### src/rtl/memseq_engine.sv
module memseq_engine #(
  parameter int REP_W  = 9,
  parameter int GAP_W  = 5,
  parameter int IDLE_W = 9,
  parameter int WAIT_W = 9,
  parameter int ITER_W = 8,
  parameter int RANK_N = 4,
  parameter int ADDR_W = 4,
  parameter int DATA_W = 32
) (
  input  logic              clk,
  input  logic              rst_n,
  input  logic              wr_en,
  input  logic [ADDR_W-1:0] wr_addr,
  input  logic [DATA_W-1:0] wr_data,
  input  logic              err_in,
  input  logic              panic_in,
  output logic              ras_n,
  output logic              cas_n,
  output logic              we_n,
  output logic [RANK_N-1:0] cs_n,
  output logic [RANK_N-1:0] cke,
  output logic [RANK_N-1:0] odt,
  output logic              cmd_valid,
  output logic [1:0]        cmd_slot,
  output logic [1:0]        cmd_dir,
  output logic              maint_ok,
  output logic              trig_out,
  output logic              st_idle,
  output logic              st_busy,
  output logic              st_done,
  output logic              st_error,
  output logic              st_panic
);
  localparam int CKE_LSB  = 4;
  localparam int ODT_LSB  = CKE_LSB + RANK_N;
  localparam int CS_LSB   = ODT_LSB + RANK_N;
  localparam int CMDW_W   = CS_LSB + RANK_N;
  localparam int GAP_LSB  = REP_W;
  localparam int IDL_LSB  = GAP_LSB + GAP_W;
  localparam int DIR_LSB  = IDL_LSB + IDLE_W + 1;
  localparam int TIM_W    = DIR_LSB + 2;
  localparam int WAIT_LSB = ITER_W;
  localparam int STOP_BIT = WAIT_LSB + WAIT_W;
  localparam int LAST_LSB = STOP_BIT + 1;
  localparam int TRIG_BIT = LAST_LSB + 2;
  localparam int CNT_A    = (GAP_W > IDLE_W) ? GAP_W : IDLE_W;
  localparam int CNT_W    = (CNT_A > WAIT_W) ? CNT_A : WAIT_W;
  localparam logic [ADDR_W-1:0] CTL_ADDR = ADDR_W'(8);

  typedef enum logic [2:0] {S_IDLE, S_CMD, S_GAP, S_SUB, S_WAIT} st_t;

  st_t state, n_state;
  logic [CMDW_W-1:0] cmd_q [4];
  logic [TIM_W-1:0]  tim_q [4];
  logic [WAIT_W-1:0] wait_q;
  logic              stop_q, trig_en_q;
  logic [1:0]        last_q;
  logic [1:0]        slot, n_slot;
  logic [REP_W-1:0]  rep_left, n_rep;
  logic [CNT_W-1:0]  cnt, n_cnt;
  logic [ITER_W-1:0] iter, n_iter;
  logic              step_rep, end_slot, end_pass, fin;
  logic              done_q, err_q, panic_q, trig_q;
  logic [RANK_N-1:0] cke_hold, odt_hold;

  wire ctl_wr  = wr_en && (wr_addr == CTL_ADDR);
  wire cmd_wr  = wr_en && (wr_addr[ADDR_W-1:2] == '0);
  wire tim_wr  = wr_en && (wr_addr[ADDR_W-1:2] == (ADDR_W-2)'(1));
  wire issuing = (state == S_CMD);
  wire running = (state != S_IDLE);

  wire [CMDW_W-1:0] cur_cmd  = cmd_q[slot];
  wire [TIM_W-1:0]  cur_tim  = tim_q[slot];
  wire [GAP_W-1:0]  gap_cur  = cur_tim[GAP_LSB +: GAP_W];
  wire [IDLE_W-1:0] idle_cur = cur_tim[IDL_LSB +: IDLE_W];

  function automatic logic [REP_W-1:0] eff_rep(input logic [TIM_W-1:0] t);
    logic [REP_W-1:0] r;
    r = t[REP_W-1:0];
    return (r == '0) ? REP_W'(1) : r;
  endfunction

  always_comb begin
    n_state  = state;
    n_slot   = slot;
    n_rep    = rep_left;
    n_cnt    = cnt;
    n_iter   = iter;
    fin      = 1'b0;
    step_rep = 1'b0;
    end_slot = 1'b0;
    end_pass = 1'b0;
    case (state)
      S_CMD:
        if (gap_cur != '0) begin
          n_state = S_GAP;
          n_cnt   = CNT_W'(gap_cur);
        end else step_rep = 1'b1;
      S_GAP:  if (cnt == CNT_W'(1)) step_rep = 1'b1; else n_cnt = cnt - CNT_W'(1);
      S_SUB:  if (cnt == CNT_W'(1)) end_slot = 1'b1; else n_cnt = cnt - CNT_W'(1);
      S_WAIT: if (cnt == CNT_W'(1)) end_pass = 1'b1; else n_cnt = cnt - CNT_W'(1);
      default: ;
    endcase
    if (step_rep) begin
      if (rep_left > REP_W'(1)) begin
        n_rep   = rep_left - REP_W'(1);
        n_state = S_CMD;
      end else if (idle_cur != '0) begin
        n_state = S_SUB;
        n_cnt   = CNT_W'(idle_cur);
      end else end_slot = 1'b1;
    end
    if (end_slot) begin
      if (slot != last_q) begin
        n_slot  = slot + 2'd1;
        n_rep   = eff_rep(tim_q[slot + 2'd1]);
        n_state = S_CMD;
      end else if (wait_q != '0) begin
        n_state = S_WAIT;
        n_cnt   = CNT_W'(wait_q);
      end else end_pass = 1'b1;
    end
    if (end_pass) begin
      if (iter == '1 || iter != ITER_W'(1)) begin
        if (iter != '1) n_iter = iter - ITER_W'(1);
        n_slot  = 2'd0;
        n_rep   = eff_rep(tim_q[0]);
        n_state = S_CMD;
      end else begin
        n_iter  = '0;
        n_state = S_IDLE;
        fin     = 1'b1;
      end
    end
  end

  always_ff @(posedge clk or negedge rst_n) begin
    if (!rst_n) begin
      for (int i = 0; i < 4; i++) begin
        cmd_q[i] <= '1;
        tim_q[i] <= '0;
      end
      wait_q    <= '0;
      stop_q    <= 1'b0;
      trig_en_q <= 1'b0;
      last_q    <= 2'd0;
    end else begin
      if (cmd_wr) cmd_q[wr_addr[1:0]] <= wr_data[CMDW_W-1:0];
      if (tim_wr) tim_q[wr_addr[1:0]] <= wr_data[TIM_W-1:0];
      if (ctl_wr) begin
        wait_q    <= wr_data[WAIT_LSB +: WAIT_W];
        stop_q    <= wr_data[STOP_BIT];
        last_q    <= wr_data[LAST_LSB +: 2];
        trig_en_q <= wr_data[TRIG_BIT];
      end
    end
  end

  always_ff @(posedge clk or negedge rst_n) begin
    if (!rst_n) begin
      state    <= S_IDLE;
      slot     <= 2'd0;
      rep_left <= '0;
      cnt      <= '0;
      iter     <= '0;
      done_q   <= 1'b0;
      err_q    <= 1'b0;
      panic_q  <= 1'b0;
      trig_q   <= 1'b0;
    end else if (ctl_wr) begin
      if (wr_data[ITER_W-1:0] != '0) begin
        state    <= S_CMD;
        slot     <= 2'd0;
        rep_left <= eff_rep(tim_q[0]);
        cnt      <= '0;
        iter     <= wr_data[ITER_W-1:0];
        done_q   <= 1'b0;
        err_q    <= 1'b0;
        panic_q  <= 1'b0;
        trig_q   <= 1'b0;
      end else begin
        state <= S_IDLE;
        iter  <= '0;
      end
    end else if (running) begin
      if (panic_in) begin
        state   <= S_IDLE;
        iter    <= '0;
        panic_q <= 1'b1;
      end else begin
        if (err_in && trig_en_q) trig_q <= 1'b1;
        if (err_in && stop_q) begin
          state <= S_IDLE;
          iter  <= '0;
          err_q <= 1'b1;
        end else begin
          state    <= n_state;
          slot     <= n_slot;
          rep_left <= n_rep;
          cnt      <= n_cnt;
          iter     <= n_iter;
          if (fin) done_q <= 1'b1;
        end
      end
    end
  end

  always_ff @(posedge clk or negedge rst_n) begin
    if (!rst_n) begin
      cke_hold <= '0;
      odt_hold <= '0;
    end else begin
      cke_hold <= cke;
      odt_hold <= odt;
    end
  end

  assign ras_n     = issuing ? cur_cmd[0] : 1'b1;
  assign cas_n     = issuing ? cur_cmd[1] : 1'b1;
  assign we_n      = issuing ? cur_cmd[2] : 1'b1;
  assign cs_n      = issuing ? cur_cmd[CS_LSB +: RANK_N]  : '1;
  assign cke       = issuing ? cur_cmd[CKE_LSB +: RANK_N] : cke_hold;
  assign odt       = issuing ? cur_cmd[ODT_LSB +: RANK_N] : odt_hold;
  assign cmd_valid = issuing;
  assign cmd_slot  = issuing ? slot : 2'd0;
  assign cmd_dir   = issuing ? cur_tim[DIR_LSB +: 2] : 2'b00;
  assign maint_ok  = (state == S_WAIT);
  assign trig_out  = trig_q;
  assign st_idle   = !running;
  assign st_busy   = running;
  assign st_done   = done_q;
  assign st_error  = err_q;
  assign st_panic  = panic_q;
endmodule

### config.mk
export PLATFORM = sky130hd
export DESIGN_NAME = memseq_engine
export DESIGN_NICKNAME = d
export VERILOG_FILES = /design/src/rtl/memseq_engine.sv
export SDC_FILE = /design/constraint.sdc
export NUM_CORES = 1
export LEC_CHECK = 0
export BUFFER_PORTS_ARGS = -buffer_cell sky130_fd_sc_hd__clkbuf_2
export CORE_AREA = 2 2 179 181
export CTS_CLUSTER_SIZE = 40
export DETAILED_ROUTE_END_ITERATION = 8
export DIE_AREA = 0 0 181 183
export SLEW_MARGIN = 0
export SYNTH_ARGS = -nofsm -noshare
export SYNTH_HDL_FRONTEND = slang
export SYNTH_SLANG_ARGS = --single-unit
### constraint.sdc
create_clock -name clk -period 3.1 [get_ports clk]
set_clock_uncertainty 0.05 [all_clocks]
set_input_delay 0.31 -clock clk [delete_from_list [all_inputs] [get_ports clk]]
set_output_delay 0.31 -clock clk [all_outputs]
set_load 0.03 [all_outputs]
# Yosys cells after proc, flatten, opt, wreduce, memory -nomap -nowiden

Cells that the tools add are included.

Flip-flop bits (word level): 224
Input port bits: 41
Logic and storage cells: 191

Add/sub/neg operators: 4
$lt $le $gt $ge: 5
Eq/ne operators: 15
Mux-type cells: 112
Bitwise operators: 3
Reduce and logical (&&, ||, !) cells: 29

Operator list:

| operator            | number |
|---|---|
| $mux 9              | 28 |
| $bmux 26 s2         | 2 |
| $bwmux 104          | 1 |
| $mux 26             | 3 |
| $bwmux 64           | 1 |
| $mux 8              | 8 |
| $demux 26 s2        | 1 |
| $mux 16             | 3 |
| $mux 3              | 13 |
| $mux 1              | 34 |
| $bmux 16 s2         | 1 |
| $demux 16 s2        | 1 |
| $mux 2              | 11 |
| $logic_not 9->1     | 2 |
| $pmux 9 s2          | 1 |
| $reduce_bool 9->1   | 2 |
| $sub 9x1->9 const B | 2 |
| $mux 4              | 3 |
| $reduce_and 4->1    | 3 |
| $reduce_bool 2->1   | 5 |
| $eq 9x1->1 const B  | 1 |
| $ge 3x3->1 const B  | 3 |
| $gt 9x1->1 const B  | 1 |
| $not 2->3           | 3 |
| other kinds (27)    | 35 |

# Longest topological paths before layout

Depth after elaboration: 18
Gate-level depth with buffers: 10

# Worst setup path before layout

No wires, ideal clock.

Kind: reg2reg
Start: reg state[0]
End: reg cnt[5]
Setup time: 0.126 ns
Arrival time: 2.730 ns
Path slack: 0.194 ns
Cell stages (with the launch flop): 10
Clock period less this slack: 2.906 ns
Path through: dfrtp_1 -> clkbuf_1 -> nor3b_1 -> or2_2 -> clkbuf_1 -> o22ai_1 -> o21ai_0 -> o311a_1 -> nor3_2 -> a221o_1

Word-level cells in the longest chain between the ends: 13
Elaborated cells on any way between the ends: 24
Those cells by class: 4 x eq/ne; 16 x mux; 4 x reduce/logical

RTL lines:

| what                        | line | source |
|---|---|---|
| start: declaration          | 53   | `st_t state, n_state;` |
| start signal: assignment    | 198  | `state <= n_state;` |
| $eq 3x3->1 *                | n/a  |  |
| named net maint_ok          | 27   | `output logic maint_ok,` |
| $reduce_or 3->1 (no line) * | n/a  |  |
| $pmux 9 s2 *                | 94   | `case (state)` |
| $mux 9                      | 109  | `end else if (idle_cur != '0) begin` |
| $mux 9                      | 106  | `if (rep_left > REP_W'(1)) begin` |
| $mux 9 *                    | 105  | `if (step_rep) begin` |
| $mux 9                      | 119  | `end else if (wait_q != '0) begin` |
| $mux 9                      | 115  | `if (slot != last_q) begin` |
| $mux 9 *                    | 114  | `if (end_slot) begin` |
| $mux 9 *                    | 193  | `if (err_in && stop_q) begin` |
| $mux 9 *                    | 187  | `if (panic_in) begin` |
| $mux 9 *                    | 186  | `end else if (running) begin` |
| $mux 9 *                    | 171  | `end else if (ctl_wr) begin` |
| end signal: assignment      | 201  | `cnt <= n_cnt;` |
| end: declaration            | 61   | `logic [CNT_W-1:0] cnt, n_cnt;` |

Mark *: on every way through the listed nets, which the timed path passes. The rest lies on a longest branch. The select of a mux whose other input is x is not followed.
A chain may end at the register's enable or synchronous reset.

# Final worst setup path

Start: reg slot[0]
End: reg cnt[3]

Word-level cells in the longest chain between the ends: 17
Elaborated cells on any way between the ends: 24
Those cells by class: 1 x eq/ne; 20 x mux; 1 x bitwise; 2 x reduce/logical

RTL lines:

| what                                        | line | source |
|---|---|---|
| start: declaration                          | 59   | `logic [1:0] slot, n_slot;` |
| start signal: assignment                    | 199  | `slot <= n_slot;` |
| $not 2->3 (not written as such)             | 74   | `wire [TIM_W-1:0] cur_tim = tim_q[slot];` |
| $bmux 26 s2                                 | 74   |  |
| $mux 26 (not written as such) (2 in series) | 74   |  |
| $reduce_bool 5->1                           | 96   | `if (gap_cur != '0) begin` |
| $mux 9                                      | 96   |  |
| $pmux 9 s2                                  | 94   |  |
| $mux 9                                      | 109  |  |
| $mux 9                                      | 106  |  |
| $mux 9                                      | 105  |  |
| $mux 9                                      | 119  |  |
| $mux 9                                      | 115  |  |
| $mux 9 *                                    | 114  |  |
| $mux 9 *                                    | 193  |  |
| $mux 9 *                                    | 187  |  |
| $mux 9 *                                    | 186  |  |
| $mux 9 *                                    | 171  |  |

Mark *: on every way between the ends. The rest lies on a longest branch, timed or not. The select of a mux whose other input is x is not followed.

==> run_results.csv <==
group,metric,value,unit
run_status,status,"finished, final reports clean",
logic_synthesis,synth_edf_count,0,
detailed_routing,vias,7485,
sta,fmax,336,MHz
clocking,clock_latency,520,ps
finish,drive_above_1_share,0.464,
logic_synthesis,ys_seq_elements,216,
detailed_routing,drc,0,
logic_synthesis,synth.area.top_cells,"dfrtp_1 (36%), mux2_2 (17%), dfstp_2 (15%), mux4_2 (8.3%), nand2_1 (2.8%)",
grt,use_met2,0.258,
floorplan,die_w,181,µm
setup_path,reg2reg_depth,10,
clocking,clk_path_buf_depth,3,
sta,slew_headroom,0.260,
grt,grt_max_degree,81,
grt,grt_use_met3,0.0216,
sta,setup_violations,0,
floorplan,die_area,33100,µm²
sta,tightestPinTransition,1110,ps
floorplan,start_util,0.347,
finish,diodes,0,
worst_hold_path,hold_path.startpoint,"panic_in",
grt,antenna_found_initial,0,
logic_synthesis,synth_cells,862,
grt,grt_pass1_vias,7636,
logic_synthesis,synth_most_common_cell,"mux2_2",
power,power_frac_clock,0.340,
finish,nets,1007,
setup_path,r2r_end,"cnt[3]$_DFFE_PN0P_",
floorplan,ios,68,
setup_path,cp_max_fo,15,
sta,hold_viol_final,0,
logic_synthesis,synth_top_area_share,0.360,
worst_hold_path,min_to,"st_panic$_DFFE_PN0P_",
setup_path,crit_arrival,3320,ps
grt,overflow,0,
clocking,clkTransAtPathRegs,70,ps
logic_synthesis,synth.distinct_cells,78,
detailed_routing,routed_wl,26.5,mm
power,p_leak,5.38,nW
detailed_routing,ant_nets,0,
place,hpwlAfterDp,17.9,mm
power,switching_share,0.274,
clocking,htree_levels,1,
setup_path,crit_type,"reg2reg",
power,peakVddDrop,0.526,mV
logic_synthesis,syn_area,10800,µm²
setup_path,cp-start-kind,"flip-flop",
detailed_routing,drtIter0Drc,427,
logic_synthesis,syn_avg_cell_area,12.6,µm²
sta,final.setup.worst_slack,125,ps
power,p_sw,0.00236,W
clocking,cts_tree,"yes",
flow_run,maxCapViolCount,0,
sta,fin_setup_tns,0,ps
logic_synthesis,syn_nets,910,
place,preCtsSetupSlack,34.5,ps
setup_path,rrSetupSlack,120,ps
setup_path,endpoint_kind,"flip-flop",
logic_synthesis,synth_commonest_cells,"mux2_2 (162), dfrtp_1 (156), nand2_1 (81)",
power,powerDensity,672,nW/µm²
finish,area_growth,18.2,%
detailed_routing,drt_first_pass_iters,6,
floorplan,rows,65,
setup_path,crit_required,3450,ps
worst_hold_path,holdPathStages,3,
logic_synthesis,yosys.area.top_type,"dfrtp_1",
power,comb_power_share,0.201,
setup_path,reg2reg_from,"slot[0]$_DFFE_PN0P_",
clocking,clockRootBuffer,"clkbuf_16",
logic_synthesis,ys.flop_type,"dfrtp_1",
logic_synthesis,seq_area_frac_synth,0.506,
grt,grt_pass1_wl,42.9,mm
power,seqPwrFrac,0.460,
detailed_routing,detail_route.vias_per_cell,5.43,
logic_synthesis,synthArstFlopShare,1.00,
worst_hold_path,hold_class,"in2reg",
sta,timing.final.crit_share,0.960,
detailed_routing,wl_per_cell,19.2,µm
grt,grt_usage,0.161,
grt,met1_usage,0.227,
logic_synthesis,yosysWarnings,0,
clocking,cts_sinks,216,
power,p_int,0.00625,W
setup_path,crit_start,"slot[0]$_DFFE_PN0P_",
sta,maxSlewViolCount,0,
clocking,numCtsBuffers,24,
sta,min_period,2980,ps
floorplan,fp.coreArea,31200,µm²
place,portBuffers,60,
floorplan,die_h,183,µm
grt,busiest_layer,"met2",
place,gp_congestion,0.864,
## sequential cells by signal, indices dropped and copies added, names as in the netlist
signal and cells:
tim_q 100, cnt 9, st_error 1, state 3, odt_hold 4, trig_out 1
st_done 1, stop_q 1, wait_q 9, slot 2, trig_en_q 1, rep_left 9
cke_hold 4, st_panic 1, iter 8, cmd_q 60, last_q 2
## cell type report
cell class                      instances  area [µm²]
Clock inverter                          7        91.3
Timing Repair Buffer                  123         827
Sequential cell                       216        5490
Fill cell                            2995       18400
Tap cell                              402         503
Inverter                               15        56.3
Clock buffer                           37         721
Multi-Input combinational cell        579        5120
## power by group through the flow
stage / clock, W / combinational, W / sequential, W
after floorplan: 0 / 0.00128 / 0.00387
after global placement: 0 / 0.00167 / 0.00397
after detailed placement: 0 / 0.00170 / 0.00400
after CTS: 0.00300 / 0.00171 / 0.00395
after global routing: 0.00311 / 0.00189 / 0.00404
final: 0.00292 / 0.00173 / 0.00396
## cell families (layout without fill, tap and decap cells)
family | after synthesis | in the layout | synth area share
AOI/OAI and AO/OA | 128 | 128 | 0.0893
xor gates and xnor gates | 9 | 9 | 0.00727
adders and majority gates | 7 | 7 | 0.00808
buffers and inverters | 67 | 182 | 0.0255
DFF | 216 | 216 | 0.506
muxes | 205 | 205 | 0.254
and+or+nand+nor | 230 | 230 | 0.110
## placed cells by master (no fill, tap or decap), types with 4 or more instances in the layout
cell type,count
clkbuf_16,25
nand3b_1,5
a211oi_1,6
ha_1,7
a21oi_1,25
mux2_2,162
a211o_1,6
nor2_1,44
inv_1,15
clkbuf_2,59
dfstp_2,60
nand4_1,6
nor2b_1,4
nand2b_1,13
buf_4,57
o21ai_1,5
nor4_1,11
o31ai_1,6
clkbuf_8,6
dfrtp_1,154
nor3_1,16
a22oi_1,6
clkbuf_1,7
or3_1,4
a31oi_1,8
mux4_2,40
a221o_1,6
nand3_1,10
and2_1,6
xnor2_1,6
nand2_1,81
o21ai_0,13
## how the worst max path moves through the flow
| stage | cells past startpoint | end |
|---|---|---|
| global placement | 9 | iter[1]$_DFFE_PN0P_ |
| global route | 9 | rep_left[4]$_DFFE_PN0P_ |
| floorplan | 9 | cnt[5]$_DFFE_PN0P_ |
| detailed placement | 9 | iter[5]$_DFFE_PN0P_ |
| finish | 10 | cnt[3]$_DFFE_PN0P_ |
| CTS | 9 | iter[5]$_DFFE_PN0P_ |
## critical path, stage by stage, from the launching register on
cell	delay [ps]
dfrtp_2	390
buf_12	160
buf_4	140
mux4_2	550
nor3_1	200
nand3_2	210
o31a_1	380
o31ai_4	270
buf_12	170
a211oi_1	50
a221o_1	270
## stage by stage
step | area (µm²) | util | std cells | hold WS [ps] | total power [W]
2_1_floorplan | 10800 | - | 862 | -35.6 | 0.00515
3_3_place_gp | 11900 | 0.380 | 1321 | 344 | 0.00563
3_5_place_dp | 11900 | 0.380 | 1321 | 345 | 0.00570
4_1_cts | 12700 | 0.407 | 1368 | 5.28 | 0.00866
5_1_grt | 12800 | 0.410 | 1379 | 19.8 | 0.00904
6_report | 12800 | 0.410 | 1379 | 22.2 | 0.00861
## routing by layer
layer,wire (µm),vias up
li1,-,3420
met1,12500,3857
met2,12300,169
met3,1040,39
met4,680,0
met5,0,-
## what timing repair did
| item | 4_1_cts | 5_1_grt |
|---|---|---|
| hold buffers | 3 | 0 |
| resized for setup | 0 | 7 |
| hold endpoints to repair | 54 | 0 |
| endpoints found under the setup margin | 0 | 25 |
| buffers inserted | 0 | 11 |
No activity file was read; power rests on OpenSTA's default activity.
